$ cat src/rtl/cyc_irq_timer_pkg.sv
package cyc_irq_timer_pkg;

    // Number of byte lanes in the count: one high byte and one low byte.
    localparam int LANE_CNT = 2;
    localparam int LANE_HI  = 1;
    localparam int LANE_LO  = 0;

    // Sequencer state: which byte the next load write targets.
    typedef struct packed {
        logic hi_next;
    } seq_state_t;

    // Interrupt flag state.
    typedef struct packed {
        logic pend;
    } irq_state_t;

endpackage

$ cat src/rtl/cyc_irq_timer_seq.sv
// Write decoder and byte-toggle sequencer for the load register.
module cyc_irq_timer_seq
    import cyc_irq_timer_pkg::*;
(
    input  logic                clk,
    input  logic                rst_n,
    input  logic                wr_en,
    input  logic                sel_load,
    input  logic                sel_ctrl,
    output logic [LANE_CNT-1:0] lane_we,
    output logic                ctrl_we,
    output logic                hi_next_o
);

    seq_state_t st_d, st_q;
    logic       load_we;

    always_comb begin
        load_we = wr_en && sel_load;
        ctrl_we = wr_en && sel_ctrl;
        lane_we = '0;
        lane_we[LANE_HI] = load_we && st_q.hi_next;
        lane_we[LANE_LO] = load_we && !st_q.hi_next;

        st_d = st_q;
        if (ctrl_we) begin
            st_d.hi_next = 1'b1;             // ctrl write restarts the sequence
        end else if (load_we) begin
            st_d.hi_next = !st_q.hi_next;    // alternate high / low
        end
    end

    always_ff @(posedge clk) begin
        if (!rst_n) begin
            st_q.hi_next <= 1'b1;
        end else begin
            st_q <= st_d;
        end
    end

    assign hi_next_o = st_q.hi_next;

endmodule

$ cat src/rtl/cyc_irq_timer_count.sv
// Live countdown register with run enable and self-pause on wrap.
module cyc_irq_timer_count
    import cyc_irq_timer_pkg::*;
#(
    parameter int CNT_W  = 16,
    parameter int DATA_W = 8
) (
    input  logic                clk,
    input  logic                rst_n,
    input  logic                cpu_ce,
    input  logic [LANE_CNT-1:0] lane_we,
    input  logic [DATA_W-1:0]   wr_data,
    input  logic                ctrl_we,
    input  logic                ctrl_run,
    output logic                wrap_o,
    output logic [CNT_W-1:0]    count_o,
    output logic                run_o
);

    localparam logic [CNT_W-1:0] ONE = {{(CNT_W-1){1'b0}}, 1'b1};

    typedef struct packed {
        logic [CNT_W-1:0] count;
        logic             run;
    } cnt_state_t;

    cnt_state_t st_d, st_q;
    logic       step;

    always_comb begin
        // A load write on any lane suppresses the step for this cycle.
        step   = cpu_ce && st_q.run && (lane_we == '0);
        wrap_o = step && (st_q.count == '0);

        st_d = st_q;
        if (step) begin
            st_d.count = st_q.count - ONE;
        end
        for (int i = 0; i < LANE_CNT; i++) begin
            if (lane_we[i]) begin
                st_d.count[i*DATA_W +: DATA_W] = wr_data;
            end
        end

        if (ctrl_we) begin
            st_d.run = ctrl_run;
        end else if (wrap_o) begin
            st_d.run = 1'b0;
        end
    end

    always_ff @(posedge clk) begin
        if (!rst_n) begin
            st_q.count <= '0;
            st_q.run   <= 1'b0;
        end else begin
            st_q <= st_d;
        end
    end

    assign count_o = st_q.count;
    assign run_o   = st_q.run;

endmodule

$ cat src/rtl/cyc_irq_timer_irq.sv
// Pending-interrupt flag: set by wrap, cleared by acknowledge (ack wins).
module cyc_irq_timer_irq
    import cyc_irq_timer_pkg::*;
(
    input  logic clk,
    input  logic rst_n,
    input  logic wrap,
    input  logic ack,
    output logic irq_n
);

    irq_state_t st_d, st_q;

    always_comb begin
        st_d = st_q;
        if (ack) begin
            st_d.pend = 1'b0;
        end else if (wrap) begin
            st_d.pend = 1'b1;
        end
    end

    always_ff @(posedge clk) begin
        if (!rst_n) begin
            st_q.pend <= 1'b0;
        end else begin
            st_q <= st_d;
        end
    end

    assign irq_n = !st_q.pend;

endmodule

$ cat src/rtl/cyc_irq_timer.sv
// Write-twice cycle countdown interrupt timer, top level.
module cyc_irq_timer
    import cyc_irq_timer_pkg::*;
#(
    parameter int CNT_W   = 16,
    parameter int DATA_W  = 8,
    parameter int RUN_BIT = 4
) (
    input  logic              clk,
    input  logic              rst_n,
    input  logic              cpu_ce,
    input  logic              wr_en,
    input  logic [DATA_W-1:0] wr_data,
    input  logic              sel_load,
    input  logic              sel_ctrl,
    output logic              irq_n
);

    logic [LANE_CNT-1:0] lane_we;
    logic                ctrl_we;
    logic                hi_next_w;
    logic                wrap_w;
    logic [CNT_W-1:0]    cnt_w;
    logic                run_w;

    cyc_irq_timer_seq u_seq (
        .clk       (clk),
        .rst_n     (rst_n),
        .wr_en     (wr_en),
        .sel_load  (sel_load),
        .sel_ctrl  (sel_ctrl),
        .lane_we   (lane_we),
        .ctrl_we   (ctrl_we),
        .hi_next_o (hi_next_w)
    );

    cyc_irq_timer_count #(
        .CNT_W  (CNT_W),
        .DATA_W (DATA_W)
    ) u_count (
        .clk      (clk),
        .rst_n    (rst_n),
        .cpu_ce   (cpu_ce),
        .lane_we  (lane_we),
        .wr_data  (wr_data),
        .ctrl_we  (ctrl_we),
        .ctrl_run (wr_data[RUN_BIT]),
        .wrap_o   (wrap_w),
        .count_o  (cnt_w),
        .run_o    (run_w)
    );

    cyc_irq_timer_irq u_irq (
        .clk   (clk),
        .rst_n (rst_n),
        .wrap  (wrap_w),
        .ack   (ctrl_we),
        .irq_n (irq_n)
    );

endmodule

$ cat config.mk
export PLATFORM = sky130hd
export DESIGN_NAME = cyc_irq_timer
export DESIGN_NICKNAME = d
export VERILOG_FILES = /design/src/rtl/cyc_irq_timer_pkg.sv /design/src/rtl/cyc_irq_timer_seq.sv /design/src/rtl/cyc_irq_timer_count.sv /design/src/rtl/cyc_irq_timer_irq.sv /design/src/rtl/cyc_irq_timer.sv
export SDC_FILE = /design/constraint.sdc
export NUM_CORES = 1
export LEC_CHECK = 0
export ABC_CLOCK_PERIOD_IN_PS = 3200
export BUFFER_PORTS_ARGS = -buffer_cell sky130_fd_sc_hd__buf_2
export CELL_PAD_IN_SITES_DETAIL_PLACEMENT = 1
export CELL_PAD_IN_SITES_GLOBAL_PLACEMENT = 2
export CORE_AREA = 2 2 61 63
export DETAILED_ROUTE_END_ITERATION = 7
export DIE_AREA = 0 0 63 65
export HOLD_SLACK_MARGIN = 0.12
export PLACE_DENSITY_LB_ADDON = 0.1
export SLEW_MARGIN = 10
export SYNTH_ARGS = -nofsm -noshare
export SYNTH_HDL_FRONTEND = slang
export SYNTH_SLANG_ARGS = --single-unit
$ cat constraint.sdc
create_clock -name clk -period 3.2 [get_ports clk]
set_input_delay 0 -clock clk [delete_from_list [all_inputs] [get_ports clk]]
set_output_delay 0 -clock clk [all_outputs]
set_load 0.02 [all_outputs]
==> results of run 1 <==
final cells by class:
cell class,count,area share [%]
inverters,6,1.57
well taps,48,4.18
flip-flops and latches,19,26.5
multi-input cells,114,50.0
repair buffers,30,16.0
clock buffers,4,1.83
power groups by stage:
stage / Clock [mW] / Combinational, mW / Sequential (mW)
after floorplan: 0 / 0.0824 / 0.264
after global placement: 0 / 0.116 / 0.268
after detailed placement: 0 / 0.117 / 0.269
after CTS: 0.139 / 0.131 / 0.263
after global routing: 0.150 / 0.145 / 0.266
final: 0.131 / 0.132 / 0.263
cell families (layout without fill, tap and decap cells):
logic type / count (synthesis) / count (layout) / share of synthesized area, %
fa+ha+maj: 1 / 1 / 1.08
simple gates: 67 / 67 / 33.8
compound gates: 44 / 44 / 25.4
buf+inv: 12 / 40 / 5.29
mux: 2 / 2 / 1.73
flops: 19 / 19 / 32.8
stage by stage:
step / cell area (sq um) / hold slack [ns]
detailed placement: 1250 / 0.279
floorplan: 1160 / 0.143
CTS: 1440 / 0.280
finish: 1440 / 0.307
global placement: 1250 / 0.267
global route: 1440 / 0.370
what timing repair did:
action / in CTS / in global routing
endpoints found under the hold margin: 19 / 0
buffers inserted: 0 / 0
hold buffers: 16 / 0
worst max-delay path, delay by kind of cell:
| kind | cells | cell delay [ns] |
|---|---|---|
| compound gates | 1 | 0.29 |
| buf+inv | 3 | 1.29 |
| simple gates | 2 | 1.11 |
state kept, by name (all words and copies together), names as in the netlist:
name,count
u_irq.st_q,1
u_count.count_o,16
u_seq.hi_next_o,1
u_count.run_o,1
worst min-delay path by stage:
stage | slack, ns | cells past startpoint | endpoint | start
5_1_grt | 0.37 | 5 | u_count.count_o[5] | sel_load
3_5_place_dp | 0.28 | 3 | u_count.count_o[14] | wr_data[6]
3_3_place_gp | 0.27 | 2 | u_seq.hi_next_o | rst_n
4_1_cts | 0.28 | 5 | u_count.count_o[5] | sel_load
6_report | 0.31 | 5 | u_count.count_o[5] | sel_load
2_1_floorplan | 0.14 | 2 | u_seq.hi_next_o | sel_ctrl
layout by cell type (no fill, tap or decap), types with 5 or more instances in the layout:
cell           instances
o311ai_0               5
o21ai_0                6
nor2_1                 5
a22oi_1                5
a31oi_1                6
dlygate4sd3_1         16
a21oi_1               11
nand3_1                9
dfxtp_1               19
inv_1                  5
nor3_1                 8
buf_2                 14
nand2_1               18
per-layer routing:
metal	vias up	GRT usage (%)	share of wire [%]
li1	619	-	-
met1	633	26.9	48
met2	21	38.4	49
met3	4	3.82	2.6
met4	0	6.11	1.2
met5	-	0	0
==> results.cfg, run 1 <==
[die]
ioPinCount = 15
die_h_um = 65
dieArea_sq_mm = 0.00410
die_x_um = 63
rows = 22
core_area_sq_mm = 0.00350
initial_core_util_pct = 33.2

[global_route]
grt_overflow_total = 0
grt_first_pass_wirelength_mm = 6.84
grt_pass1_vias = 1396
grt_start_max_net_pins = 18
antenna_found_initial = 0
grt_use_total_pct = 21.7

[worst_setup_path]
crit_arrival_ns = 2.69
crit_start = wr_en
cp.required_ns = 3.41
setup.worst_path.end_class = register
crit_chain = dlygate4sd3_1 -> buf_2 -> and2_1 -> nor2_1 -> o311ai_0 -> dlygate4sd3_1
cp_slowest_stage_delay_ns = 0.80
r2r_slack_ns = 0.74
crit_path_top_delay_cell = nor2_1
r2r-end = u_count.run_o
rr_worst_depth = 7
crit_path_start_kind = input port
path_class = in2reg
critPathCapture = u_count.count_o[14]
reg2reg_from = u_count.count_o[0]
crit_top_cell = dlygate4sd3_1
cp_max_fo = 12

[synthesis]
synth_ff_type = dfxtp_1
synth_area_leaders = dfxtp_1 (33%), nand2_1 (5.8%), a21oi_1 (4.7%)
ys_types = 37
mappedNetlistArea_sq_mm = 0.00116
ys_seq_elements = 19
yosysMostFrequentCell = dfxtp_1
post_synth.cell_area_avg_sq_um = 8.00
syn-num-nets = 160
synth_top_area_share_pct = 32.8
yosys.area.top_type = dfxtp_1
synth_cells = 145
async_reset_ff_share_pct = 0
yosysWarnings = 0
synth_seq_area_share_pct = 32.8
yosys-top-cells-count = dfxtp_1 (19), nand2_1 (18), a21oi_1 (11)
synth_enable_flop_cells = 0

[place]
globalplace.congestion = 0.816
dpl_worst_slack_ns = 1.25
numPortBuffers = 14
dpl.hpwl_mm = 2.82
post-place-cells = 201

[drt]
dr.first_iter.drc_count = 44
wl_mm = 3.97
via_per_inst = 5.78
ant_nets = 0
wire_per_inst_um = 18.0
drc = 0
dr.pass1.iters = 4
vias = 1277

[timing]
finClkSkew_ns = 0.00263
period_share_pct = 77.7
min_period_ns = 2.49
setup_viol = 0
tightest_slew_ns = 0.962
max_freq_ghz = 0.402
slew_violations = 0
relSlewSlack_pct = 35.6
setup_ws_ns = 0.712
setup_tns_ns = 0
hold_viol = 0
rsz0062_at_grt = no

[layout]
drive_gt1_share_pct = 12.7
syn2layout_area_growth_pct = 23.9
insertedDiodeCount = 0
fin_nets = 189
fillers = 463
stdcell_count = 221
multi_input_area_sq_um = 718
seqCellArea_sq_um = 380
final_util_pct = 41.1

[outcome]
status = finished, final reports clean

[pwr]
ir_drop_uv = 171
power.total_mw = 0.527
p_seq_share_pct = 50.0
clkPwrFrac_pct = 24.9
power-per-cell-area_mw_per_mm2 = 366
p_sw_mw = 0.173
p_leak_nw = 0.518
p_comb_share_pct = 25.1
swShare_pct = 32.9
p_int_mw = 0.353

[cts]
worstSkewPairLatency_ns = 0.30
cts_tree = done
clockRootBuffer = clkbuf_4
cts.clk_slew.worst_paths_ns = 0.12
h-tree-depth = 1
cts_buffer_depth = 2
cts_resized = 0
numCtsBuffers = 3
clock_sinks = 19

[min_path]
hp-class = in2reg

[run]
maxCapViolCount = 0
Note: power is estimated with default switching activity, not from simulation.
==> run 2: changes to the inputs <==
- ABC_CLOCK_PERIOD_IN_PS: 3200 -> 2600
- CORE_AREA: 2 2 61 63 -> 2 2 63 65
- DIE_AREA: 0 0 63 65 -> 0 0 65 67
- clock period: 3.2 -> 2.6 ns (I/O delays scaled with it)
==> run 2 against run 1 <==
Utilization is 1.4 points lower. First-iteration DRC count is 16% lower. Wire length stayed put. Critical path type is now reg2reg. Largest cell class unchanged. Largest power group unchanged.
==> results.cfg, run 2 (synthesized netlist as in run 1, its figures left out) <==
[outcome]
status = finished, final reports clean

[layout]
drive_gt1_share_pct = 13.5
largest_reg_flops = 16
multi_input_area_sq_um = 718
layout_commonest_cell = dfxtp_1
fin_nets = 187
finalInstanceArea_sq_mm = 0.00143
stdcell_count = 219
syn2layout_area_growth_pct = 23.6
fillers = 449
layout_common_cells = dfxtp_1 (19), nand2_1 (18), buf_2 (14), dlygate4sd3_1 (13), a21oi_1 (11)
insertedDiodeCount = 0
seqCellArea_sq_um = 380

[cts]
cts_resized = 0
cts_tree = done
postCtsSetupBuffers = 0
clockRootBuffer = clkbuf_8
cts.hold.buffers_added = 13
cts.clk_slew.worst_paths_ns = 0.08
numCtsBuffers = 3
h-tree-depth = 1
worstSkewPairLatency_ns = 0.27
cts_buffer_depth = 2
clock_sinks = 19

[die]
die_x_um = 65
initial_core_util_pct = 32.2
dieArea_sq_mm = 0.00436
die_h_um = 67
core_area_sq_mm = 0.00361
rows = 22
ioPinCount = 15

[timing]
min_period_ns = 1.97
period_share_pct = 76.0
setup_tns_ns = 0
slew_violations = 0
tightest_slew_ns = 0.554
finClkSkew_ns = 0.00877
relSlewSlack_pct = 62.8
setup_ws_ns = 0.625
setup_viol = 0
rsz0062_at_grt = no
hold_viol = 0
max_freq_ghz = 0.506

[place]
post-place-cells = 202
dpl_cell_area_sq_mm = 0.00126
numPortBuffers = 14
dpl_worst_slack_ns = 0.670
dpl.hpwl_mm = 2.83
globalplace.congestion = 0.826

[global_route]
grt_start_max_net_pins = 18
grt_pass1_vias = 1289
antenna_found_initial = 0
grt_overflow_total = 0
grt_first_pass_wirelength_mm = 6.60
grt_use_total_pct = 20.4

[worst_setup_path]
cp_slowest_stage_delay_ns = 0.47
setup.worst_path.end_class = register
path_class = reg2reg
reg2reg_from = u_count.count_o[0]
crit_path_top_delay_cell = or4_1
crit_path_start_kind = register
crit_chain = inv_1 -> ha_1 -> nor3b_2 -> nand3_1 -> or4_1 -> a31oi_1
r2r_slack_ns = 0.63
cp.required_ns = 2.79
r2r-end = u_count.count_o[8]
cp_max_fo = 9
rr_worst_depth = 6
crit_arrival_ns = 2.16

[pwr]
ir_drop_uv = 206
p_leak_nw = 0.517
power-per-cell-area_mw_per_mm2 = 492

[run]
maxCapViolCount = 0

[drt]
dr.first_iter.drc_count = 37
ant_nets = 0
via_per_inst = 5.82
dr.pass1.iters = 4
wire_per_inst_um = 18.1
drc = 0
vias = 1275
wl_mm = 3.97

[min_path]
hp-class = in2reg
hold_end = u_count.count_o[5]
min_path_cells = 5
hold_path_startpoint = sel_load
[run 2: cell types whose count changed in the layout (fill, tap and decap cells not counted), sizes merged]
cell,previous run,this run
dlygate4sd3,16,13
buf,14,15
[run 2: routing by layer]
metal | global-route usage, % | vias to the layer above | part of all wire [%]
li1 | - | 621 | -
met1 | 26.7 | 634 | 48
met2 | 35.4 | 16 | 49
met3 | 2.53 | 4 | 1.9
met4 | 4.79 | 0 | 0.68
met5 | 0 | - | 0
[run 2: worst max-delay path: cells and delay by family, from the launching register on]
kind | cells | cell delay [ns]
adders and majority gates | 1 | 0.19
buffers and inverters | 1 | 0.10
DFF | 1 | 0.36
AOI/OAI and AO/OA | 1 | 0.16
and+or+nand+nor | 3 | 1.09
[run 2: report_power, final]
group,switching [mW],internal (mW),total [mW],leakage (nW)
clock,0.110,0.109,0.219,0.0228
combinational,0.0936,0.0678,0.161,0.339
sequential,0.0193,0.305,0.324,0.155
total,0.223,0.482,0.705,0.517
[run 2: metrics by stage]
| step | utilization [%] | total power, mW | hold WS (ns) |
|---|---|---|---|
| floorplan | - | 0.427 | 0.143 |
| global route | 39.8 | 0.741 | 0.442 |
| global placement | 34.9 | 0.474 | 0.268 |
| CTS | 39.8 | 0.710 | 0.353 |
| finish | 39.8 | 0.705 | 0.356 |
| detailed placement | 34.9 | 0.478 | 0.269 |
[run 2: worst max-delay path by stage]
stage                  startpoint            endpoint  slack (ns)  cells after the start
2_1_floorplan  u_count.count_o[0]  u_count.count_o[8]        0.94                      6
6_report       u_count.count_o[0]  u_count.count_o[8]        0.63                      6
3_3_place_gp   u_count.count_o[0]  u_count.count_o[8]        0.75                      6
3_5_place_dp   u_count.count_o[0]  u_count.count_o[8]        0.67                      6
5_1_grt        u_count.count_o[0]       u_count.run_o        0.48                      6
4_1_cts        u_count.count_o[0]  u_count.count_o[8]        0.66                      6
[run 2: layout make-up]
type                       count  share of cell area (%)
clock buffer                   4                    3.14
inverter                       6                    1.57
multi-input combinational    114                    50.1
sequential                    19                    26.5
tap                           48                    4.19
timing repair buffer          28                    14.5
==> run 3: changes to the inputs <==
- ABC_CLOCK_PERIOD_IN_PS: 2600 -> 1800
- CORE_AREA: 2 2 63 65 -> 2 2 66 68
- DIE_AREA: 0 0 65 67 -> 0 0 68 70
- clock period: 2.6 -> 1.8 ns (I/O delays scaled with it)
==> run 3 against run 2 <==
Clock power grew 51%. Sequential cell count is the same. Highest routed layer unchanged. Sequential power grew 44%. Largest power group unchanged. Global-route usage is essentially flat. Critical path depth grew 1. Cell count grew 8.2%. Critical endpoint is now u_count.run_o. Non-clock buffer count grew 14. Total power grew 52%. Hold slack lost 0.016 ns. Setup slack lost 0.53 ns.
==> results.cfg, run 3 (synthesized netlist as in run 1, its figures left out) <==
[die]
rows = 24
core_area_sq_mm = 0.00414
ioPinCount = 15
die_x_um = 68
die_h_um = 70
initial_core_util_pct = 28.0
dieArea_sq_mm = 0.00476

[worst_setup_path]
cp_max_fo = 4
rr_worst_depth = 7
path_class = reg2reg
crit_arrival_ns = 1.86
setup.worst_path.end_class = register
crit_path_start_kind = register
r2r_slack_ns = 0.09
reg2reg_from = u_count.count_o[1]
r2r-end = u_count.run_o
cp.required_ns = 1.95

[place]
dpl.hpwl_mm = 3.29
globalplace.congestion = 0.809
dpl_cell_area_sq_mm = 0.00136
dpl_worst_slack_ns = 0.0861
numPortBuffers = 14

[min_path]
min_path_cells = 5
hp-class = in2reg
hold_path_startpoint = sel_load
hold_end = u_count.count_o[5]

[pwr]
ir_drop_uv = 221
p_leak_nw = 0.583
power-per-cell-area_mw_per_mm2 = 689

[global_route]
grt_first_pass_wirelength_mm = 7.25
antenna_found_initial = 0
grt_use_total_pct = 20.4
grt_overflow_total = 0
grt_start_max_net_pins = 13
grt_pass1_vias = 1427

[drt]
wl_mm = 4.34
vias = 1340
met2WireLength_mm = 2.17
drc = 0
wire_per_inst_um = 18.3
ant_nets = 0
dr.first_iter.drc_count = 43
dr.pass1.iters = 4
dr.max_layer_used = met4
dr_wl_met3_um = 124
met1Wirelength_mm = 1.97
via_per_inst = 5.65

[timing]
period_share_pct = 94.9
setup_viol = 0
tightest_slew_ns = 0.427
min_period_ns = 1.71
hold_viol = 0
setup_tns_ns = 0
rsz0062_at_grt = no
timing.hold.ws_ns = 0.339
relSlewSlack_pct = 71.2
max_freq_ghz = 0.586
slew_violations = 0
finClkSkew_ns = 0.00236
setup_ws_ns = 0.0924

[layout]
drive_gt1_share_pct = 20.5
finalInstanceArea_sq_mm = 0.00155
insertedDiodeCount = 0
layout_common_cells = dfxtp_1 (19), nand2_1 (18), buf_4 (15), buf_2 (14), dlygate4sd3_1 (13)
fin_nets = 201
syn2layout_area_growth_pct = 33.8
fillers = 520
layout_commonest_cell = dfxtp_1
largest_reg_flops = 16

[cts]
worstSkewPairLatency_ns = 0.27
h-tree-depth = 1
numCtsBuffers = 3
cts_buffer_depth = 2
clock_sinks = 19
cts.clk_slew.worst_paths_ns = 0.08
cts_tree = done
clockRootBuffer = clkbuf_8

[outcome]
status = finished, final reports clean

[run]
maxCapViolCount = 0
## run 3: changes by cell type in the layout (fill, tap and decap cells not counted)
cell and delta:
buf_4 +14, o311ai_0 -2, o311ai_1 +1, o311ai_2 +1
## run 3: power by group
group          leakage [nW]  internal [mW]  switching (mW)
clock                0.0228          0.158           0.172
combinational         0.405          0.126           0.146
sequential            0.155          0.440          0.0278
## run 3: worst max-delay path by stage
stage / from / to / cells past startpoint
6_report: u_count.count_o[1] / u_count.run_o / 7
2_1_floorplan: u_count.count_o[0] / u_count.count_o[8] / 6
3_5_place_dp: u_count.count_o[1] / u_count.count_o[8] / 7
5_1_grt: u_count.count_o[1] / u_count.run_o / 7
3_3_place_gp: u_count.count_o[1] / u_count.run_o / 7
4_1_cts: u_count.count_o[1] / u_count.count_o[8] / 7
## run 3: cell type report
cell class	instances	area [sq um]	share of cell area (%)
clock buffers	4	45.0	2.90
well taps	52	65.1	4.19
flip-flops and latches	19	380	24.5
repair buffers	42	313	20.2
multi-input cells	114	726	46.8
inverters	6	22.5	1.45
## run 3: through the flow
| stage | util [%] | std cells | total power, mW |
|---|---|---|---|
| CTS | 37.1 | 236 | 1.07 |
| detailed placement | 32.9 | 219 | 0.722 |
| floorplan | - | 145 | 0.616 |
| global route | 37.4 | 237 | 1.13 |
| global placement | 32.9 | 219 | 0.714 |
| finish | 37.4 | 237 | 1.07 |
## run 3: worst max-delay path, cell delays in order, from the launching register on
cell	delay (ns)
dfxtp_1	0.36
inv_1	0.07
ha_1	0.18
nor3b_2	0.22
nand3_1	0.14
buf_4	0.18
o311ai_0	0.32
a21oi_1	0.12
## run 3: routing by layer
layer | vias up | track usage, %
li1 | 651 | -
met1 | 657 | 26.7
met2 | 25 | 34.2
met3 | 7 | 2.42
met4 | 0 | 6.22
met5 | - | 0
## run 3: repair_timing
action	in CTS	in global routing
hold endpoints to repair	18	0
endpoints found under the setup margin	0	3
hold buffers	13	0
buffers inserted	0	1
gates resized for setup	0	3
